`src/rtl/drv_trim_pkg.sv`:
```
package drv_trim_pkg;

   typedef enum logic {
      DIR_DOWN = 1'b0,
      DIR_UP   = 1'b1
   } trim_dir_e;

endpackage

```
`src/rtl/trim_tick_gen.sv`:
```
module trim_tick_gen #(
   parameter int PERIOD = 64
) (
   input  logic clk,
   input  logic rst_n,
   output logic tick
);
   localparam int CW = (PERIOD > 1) ? $clog2(PERIOD) : 1;
   localparam logic [CW-1:0] LAST = CW'(PERIOD - 1);

   logic [CW-1:0] phase;

   assign tick = (phase == LAST);

   always_ff @(posedge clk or negedge rst_n) begin
      if (!rst_n)    phase <= '0;
      else if (tick) phase <= '0;
      else           phase <= phase + 1'b1;
   end
endmodule

```
`src/rtl/trim_code_step.sv`:
```
module trim_code_step
   import drv_trim_pkg::*;
#(
   parameter int CODE_W     = 5,
   parameter int RESET_CODE = 16
) (
   input  logic              clk,
   input  logic              rst_n,
   input  logic              step_en,
   input  trim_dir_e         dir,
   output logic [CODE_W-1:0] code
);
   localparam logic [CODE_W-1:0] TOP  = {CODE_W{1'b1}};
   localparam logic [CODE_W-1:0] INIT = CODE_W'(RESET_CODE);

   logic at_top;
   logic at_bot;

   assign at_top = (code == TOP);
   assign at_bot = (code == '0);

   always_ff @(posedge clk or negedge rst_n) begin
      if (!rst_n) begin
         code <= INIT;
      end else if (step_en) begin
         if (dir == DIR_UP && !at_top)        code <= code + 1'b1;
         else if (dir == DIR_DOWN && !at_bot) code <= code - 1'b1;
      end
   end
endmodule

```
`src/rtl/trim_settle_mon.sv`:
```
module trim_settle_mon #(
   parameter int SETTLE_CYCLES = 4096
) (
   input  logic clk,
   input  logic rst_n,
   input  logic out_active,
   output logic hiz_entry,
   output logic settled
);
   localparam int SW = $clog2(SETTLE_CYCLES + 1);
   localparam logic [SW-1:0] LIMIT = SW'(SETTLE_CYCLES);

   logic [SW-1:0] age;
   logic          age_done;
   logic          active_q;

   assign age_done  = (age == LIMIT);
   assign hiz_entry = active_q & ~out_active;

   always_ff @(posedge clk or negedge rst_n) begin
      if (!rst_n) begin
         age      <= '0;
         active_q <= 1'b0;
         settled  <= 1'b0;
      end else begin
         if (!age_done) age <= age + 1'b1;
         active_q <= out_active;
         if (age_done && hiz_entry) settled <= 1'b1;
      end
   end
endmodule

```
`src/rtl/drv_trim_ctrl.sv`:
```
module drv_trim_ctrl
   import drv_trim_pkg::*;
#(
   parameter int CODE_W        = 5,
   parameter int RESET_CODE    = 16,
   parameter int EVAL_PERIOD   = 64,
   parameter int SETTLE_CYCLES = 4096,
   parameter bit APPLY_ON_ENTRY_ONLY = 1'b0
) (
   input  logic              clk,
   input  logic              rst_n,
   input  logic              cmp_up,
   input  logic              out_active,
   output logic [CODE_W-1:0] drv_code,
   output logic              settled
);
   localparam logic [CODE_W-1:0] INIT = CODE_W'(RESET_CODE);

   if (CODE_W < 1 || CODE_W > 16) begin : g_bad_width
      $error("drv_trim_ctrl: CODE_W out of range");
   end
   if (RESET_CODE < 0 || RESET_CODE >= (1 << CODE_W)) begin : g_bad_reset
      $error("drv_trim_ctrl: RESET_CODE does not fit CODE_W");
   end
   if (EVAL_PERIOD < 2) begin : g_bad_period
      $error("drv_trim_ctrl: EVAL_PERIOD must be at least 2");
   end
   if (SETTLE_CYCLES < 1) begin : g_bad_settle
      $error("drv_trim_ctrl: SETTLE_CYCLES must be positive");
   end

   logic              eval_tick;
   logic              hiz_entry;
   logic [CODE_W-1:0] tgt_code;
   trim_dir_e         dir;

   assign dir = cmp_up ? DIR_UP : DIR_DOWN;

   trim_tick_gen #(.PERIOD(EVAL_PERIOD)) u_tick (
      .clk  (clk),
      .rst_n(rst_n),
      .tick (eval_tick)
   );

   trim_code_step #(.CODE_W(CODE_W), .RESET_CODE(RESET_CODE)) u_step (
      .clk    (clk),
      .rst_n  (rst_n),
      .step_en(eval_tick),
      .dir    (dir),
      .code   (tgt_code)
   );

   trim_settle_mon #(.SETTLE_CYCLES(SETTLE_CYCLES)) u_settle (
      .clk       (clk),
      .rst_n     (rst_n),
      .out_active(out_active),
      .hiz_entry (hiz_entry),
      .settled   (settled)
   );

   logic apply_now;

   if (APPLY_ON_ENTRY_ONLY) begin : g_apply_entry
      assign apply_now = hiz_entry;
   end else begin : g_apply_hiz
      assign apply_now = ~out_active;
   end

   always_ff @(posedge clk or negedge rst_n) begin
      if (!rst_n)         drv_code <= INIT;
      else if (apply_now) drv_code <= tgt_code;
   end
endmodule

```
`config.mk`:
```
export PLATFORM = sky130hd
export DESIGN_NAME = drv_trim_ctrl
export DESIGN_NICKNAME = d
export VERILOG_FILES = /design/src/rtl/drv_trim_pkg.sv /design/src/rtl/trim_tick_gen.sv /design/src/rtl/trim_code_step.sv /design/src/rtl/trim_settle_mon.sv /design/src/rtl/drv_trim_ctrl.sv
export SDC_FILE = /design/constraint.sdc
export NUM_CORES = 1
export LEC_CHECK = 0
export BUFFER_PORTS_ARGS = -buffer_cell sky130_fd_sc_hd__buf_2
export CAP_MARGIN = 20
export CORE_ASPECT_RATIO = 0.7
export CORE_MARGIN = 4
export CORE_UTILIZATION = 52
export DETAILED_ROUTE_END_ITERATION = 8
export PLACE_DENSITY_LB_ADDON = 0.1
export SLEW_MARGIN = 20
export SYNTH_ARGS = -nofsm -noshare
export SYNTH_HDL_FRONTEND = slang
export SYNTH_SLANG_ARGS = --single-unit
```
`constraint.sdc`:
```
create_clock -name clk -period 2 [get_ports clk]
set_input_delay 0.4 -clock clk [delete_from_list [all_inputs] [get_ports clk]]
set_output_delay 0.4 -clock clk [all_outputs]
set_load 0.02 [all_outputs]
```
Yosys cells after proc, flatten, opt, wreduce, memory -nomap -nowiden
Cells that the tools add are included.
Widths: inputs -> output; s select.
- register bits after elaboration: 31
- bits in latches: 0
- bits in writable memories: 0
- bits in read-only memories: 0
- input bits: 4
- output and inout port bits: 6
- memories kept: 0
- add/subtract/negate cells: 4
- multiply operators: 0
- divide/modulo/power cells: 0
- $lt $le $gt $ge: 0
- equality and inequality tests: 3
- shift-type cells: 0
- muxes and demuxes: 4
- bitwise logic cells: 3
- reduce and logical (&&, ||, !) cells: 8
- operators with widths (operator ; number):
    $add 13x1->13 const B ; 1
    $eq 13x13->1 const B ; 1
    $mux 5 ; 2
    $add 6x1->6 const B ; 1
    $eq 6x6->1 const B ; 1
    $mux 6 ; 1
    $add 5x1->5 const B ; 1
    $eq 5x5->1 const B ; 1
    $logic_not 5->1 ; 1
    $sub 5x1->5 const B ; 1
    $logic_and 1x1->1 ; 3
    $logic_not 1->1 ; 2
    $not 1->1 ; 2
    $reduce_and 2->1 ; 1
    $reduce_bool 2->1 ; 1
    $and 1x1->1 ; 1
    $mux 1 ; 1

Logic depth before layout (Yosys ltp)
- depth in word-level cells: 5
- depth in mapped cells: 9
- mapped depth without buffers: 8

By module
A second synthesis with hierarchy kept.
- cell total of the unflattened synthesis: 126
- area, all modules: 1487.7 um^2
- modules (own cells, without submodules) (module ; times used ; cells each ; area each (um^2) ; seq. area each (um^2)):
    trim_settle_mon ; 1 ; 57 ; 676.9 ; 375.4
    trim_code_step ; 1 ; 39 ; 385.4 ; 126.4
    trim_tick_gen ; 1 ; 20 ; 242.7 ; 150.1
    drv_trim_ctrl ; 1 ; 10 ; 182.7 ; 126.4

Least setup slack after synthesis
OpenSTA, ideal clock, no wires.
- kind: register to register
- start point: register u_step.code[4]
- end point: register u_step.code[4]
- library setup time: 0.083 ns
- arrival time: 2.087 ns
- path slack: -0.171 ns
- cell stages (with the launch flop): 9
- path buffers: 0
- clock period less this slack: 2.171 ns
- cells stage by stage: dfstp_2 > nand3_1 > o21a_1 > xnor2_1 > ha_1 > or2_2 > a211oi_1 > o311ai_1 > a221o_1
- longest elaborated chain between the ends: 5
- elaborated cells between the ends (all ways): 12
- classes of those cells: add/sub (2); eq/ne (1); mux (2); reduce/logical (7)
- RTL lines (what ; line ; source):
    start, declared ; trim_code_step.sv:11 ; output logic [CODE_W-1:0] code
    start signal, assigned ; trim_code_step.sv:26 ; if (dir == DIR_UP && !at_top) code <= code + 1'b1;
    start signal, assigned ; trim_code_step.sv:27 ; else if (dir == DIR_DOWN && !at_bot) code <= code - 1'b1;
    branches (longest 5 deep; another with $sub 5x1->5) ; n/a ;
Parallel ways; which one is timed is not known. The select of a mux whose other input is x is not followed.
A chain may end at the register's enable or synchronous reset.

Final worst setup path
Ends and elaborated chain as after synthesis.

==> impl_metrics.toml <==
[outcome]
outcome = "finished, violations left"
violations = "setup timing"

[power_and_ir_drop]
power_density_nw_per_um2 = 801
p_seq_share_pct = 46.0
power.switching_uw = 312
comb_power_share_pct = 8.3
power.internal_uw = 1090
switching_share_pct = 22.2
leakagePower_uw = 0.000789
pwr-share-clk_pct = 45.7
vdd_drop_max_uv = 509

[logic_synthesis]
synth-seq-area-share_pct = 52.9
syn-num-nets = 142
synth_warnings = 0
synthFlopType = "dfrtp_1"
async_reset_ff_share_pct = 100
syn_area_um2 = 1470
ys_types = 36
ys_ff_latch = 31
postSynthAreaPerCell_um2 = 11.1
synth_enable_flop_cells = 0
synth_cells = 133

[floorplan]
rows = 15
dieArea_um2 = 3760
ios = 10
initial_core_util_pct = 57.2
core_um2 = 2570
fp.dieW_um = 71.6
die_h_um = 52.5

[final_layout]
area_growth_syn_to_layout_pct = 19.2
final_common_cell = "dfrtp_1"
stdcell_area_um2 = 1750
nNetsFinal = 165
final_util_pct = 68.2
mostFrequentLayoutCells = "dfrtp_1, xnor2_1, nor2_1, nand2_1"
final_cells = 191
antenna_cells = 0
layout-drive-gt1-share_pct = 26.1

[sta]
post-route-period-util_pct = 103
post-route-min-period_ns = 2.07
rsz0062_at_grt = "true"
worstMarginPinSlew_ns = 0.657
slew_headroom_pct = 56.2
finalSetupViolations = 1
skew_ns = 0.00585
setup_slack_ns = -0.0667
tns_ns = -0.0667
drv_slew = 0
finalHoldViolCount = 0
fmax_ghz = 0.484

[place]
place_inst = 182
dpl-instance-area_um2 = 1630
dp_slack_ns = -0.126
gp_congestion = 1.04
port_buffers = 9
place_hpwl_um = 1960

[setup_path]
critical_path.slowest_cell = "dfstp_2"
r2r-end = "u_step.code[4]$_DFFE_PN1P_"
rr_worst_depth = 8
critPathMaxFanout = 2
cp.required_ns = 2.22
end_kind = "register"
slowest_delay_ns = 0.54
crit_path_start_kind = "register"
rrSetupSlack_ns = -0.07
path_cells = "nand3_2 > o21a_1 > xnor2_1 > ha_2 > or2_4 > a211oi_2 > o311ai_1 > a221o_1"
worstPathArrival_ns = 2.28
r2r_start = "u_step.code[4]$_DFFE_PN1P_"
setup.worst_path.class = "register to register"

[routing]
vias = 1053
vias_per_cell = 5.51
remaining_drc_errors = 0
wl_per_cell_um = 14.5
postRouteWirelength_um = 2770
antenna_left = 0
firstDrtPassIters = 4
drt_iter0_drc = 54

[clock_network]
cts_hold_buf = 0
clkLatencyLatePin_ns = 0.28
cts_max_level = 2
cts_buffers = 5
cts_tree = "yes"
clk_pin_slew_ns = 0.07
cts_root_buffer = "clkbuf_8"
cts_max_path_buffers = 2
clock_sinks = 31

[run]
max_cap_viol_count = 0

[global_routing]
grt_pass1_wl_um = 4800
grt_start_max_net_pins = 32
grt_overflow = 0
grt_pass1_vias = 1032
antenna_found_initial = 0
grt_usage_pct = 17.4

[worst_hold_path]
hold_path.class = "input port to async pin"
-- worst max-delay path: cells and delay by family (launching register included) --
family / cells / cell delay [ns]
compound gates: 4 / 0.85
fa+ha+maj: 1 / 0.19
xor+xnor: 1 / 0.13
flops: 1 / 0.54
simple gates: 2 / 0.29
-- synth_stat cells (2+ instances only) --
cell       n  share of area [%]
inv_1      6                1.5
xor2_1     7                4.2
nor2_1    12                3.1
o21ai_0    5                1.7
nand3_1   10                3.4
nand2_1   10                2.6
dfstp_2    2                3.6
xnor2_1   12                7.1
mux2_2     4                3.1
nor4_1     2               0.85
dfrtp_1   29                 49
nand4_1    4                1.7
o21bai_1   2                1.0
ha_1       5                4.3
a31oi_1    2               0.85
-- timing repair --
item,4_1_cts,5_1_grt
pin swaps,6,3
buffers inserted,1,0
endpoints found under the setup margin,2,2
resized for setup,1,1
-- cell families after synthesis --
logic type | count (synthesis) | synth area share (%)
compound gates | 19 | 9.18
xor+xnor | 19 | 11.3
fa+ha+maj | 5 | 4.25
buf+inv | 8 | 2.13
flops | 31 | 52.9
mux | 5 | 4.08
simple gates | 46 | 16.2
-- flip-flops by register name, summed over array words and instances (netlist names) --
| register | cells |
|---|---|
| u_settle.settled | 1 |
| u_settle.active_q | 1 |
| u_settle.age | 13 |
| u_tick.phase | 6 |
| drv_code | 5 |
| u_step.code | 5 |
-- power by group through the flow --
stage | Combinational, µW | Sequential, µW | Clock (µW)
after detailed placement | 113 | 658 | 0
after global placement | 110 | 657 | 0
final | 116 | 646 | 641
after global routing | 127 | 647 | 691
after floorplan | 52.8 | 670 | 0
after CTS | 116 | 647 | 647
-- how the worst max path moves through the flow --
stage                                 end  depth (start not counted)                       start  slack [ns]
2_1_floorplan  u_step.code[4]$_DFFE_PN1P_                          8  u_step.code[4]$_DFFE_PN1P_       -0.07
3_3_place_gp   u_step.code[4]$_DFFE_PN1P_                          8  u_step.code[4]$_DFFE_PN1P_       -0.03
3_5_place_dp   u_step.code[4]$_DFFE_PN1P_                          8  u_step.code[4]$_DFFE_PN1P_       -0.13
4_1_cts        u_step.code[4]$_DFFE_PN1P_                          8  u_step.code[4]$_DFFE_PN1P_       -0.11
5_1_grt        u_step.code[4]$_DFFE_PN1P_                          8  u_step.code[4]$_DFFE_PN1P_       -0.15
6_report       u_step.code[4]$_DFFE_PN1P_                          8  u_step.code[4]$_DFFE_PN1P_       -0.07
-- metrics by stage --
step	power [µW]	hold slack, ns
2_1_floorplan	722	0.104
3_3_place_gp	767	0.454
3_5_place_dp	771	0.464
4_1_cts	1410	0.170
5_1_grt	1470	0.194
6_report	1400	0.143
-- area by class of cell --
| type | count | area [µm²] |
|---|---|---|
| repair buffers | 18 | 113 |
| flip-flops and latches | 31 | 778 |
| multi-input cells | 94 | 681 |
| inverters | 6 | 22.5 |
| clock inverters | 2 | 35.0 |
| fillers | 199 | 817 |
| well taps | 34 | 42.5 |
| clock buffers | 6 | 82.6 |
-- per-layer routing --
metal	vias up	share of wire, %	GRT usage (%)
met2	29	44	24.5
met1	501	48	23.1
met3	6	6.8	8.43
met4	0	1.1	5.94
li1	517	-	-
met5	-	0	0
Note: power is estimated with default switching activity, not from simulation.
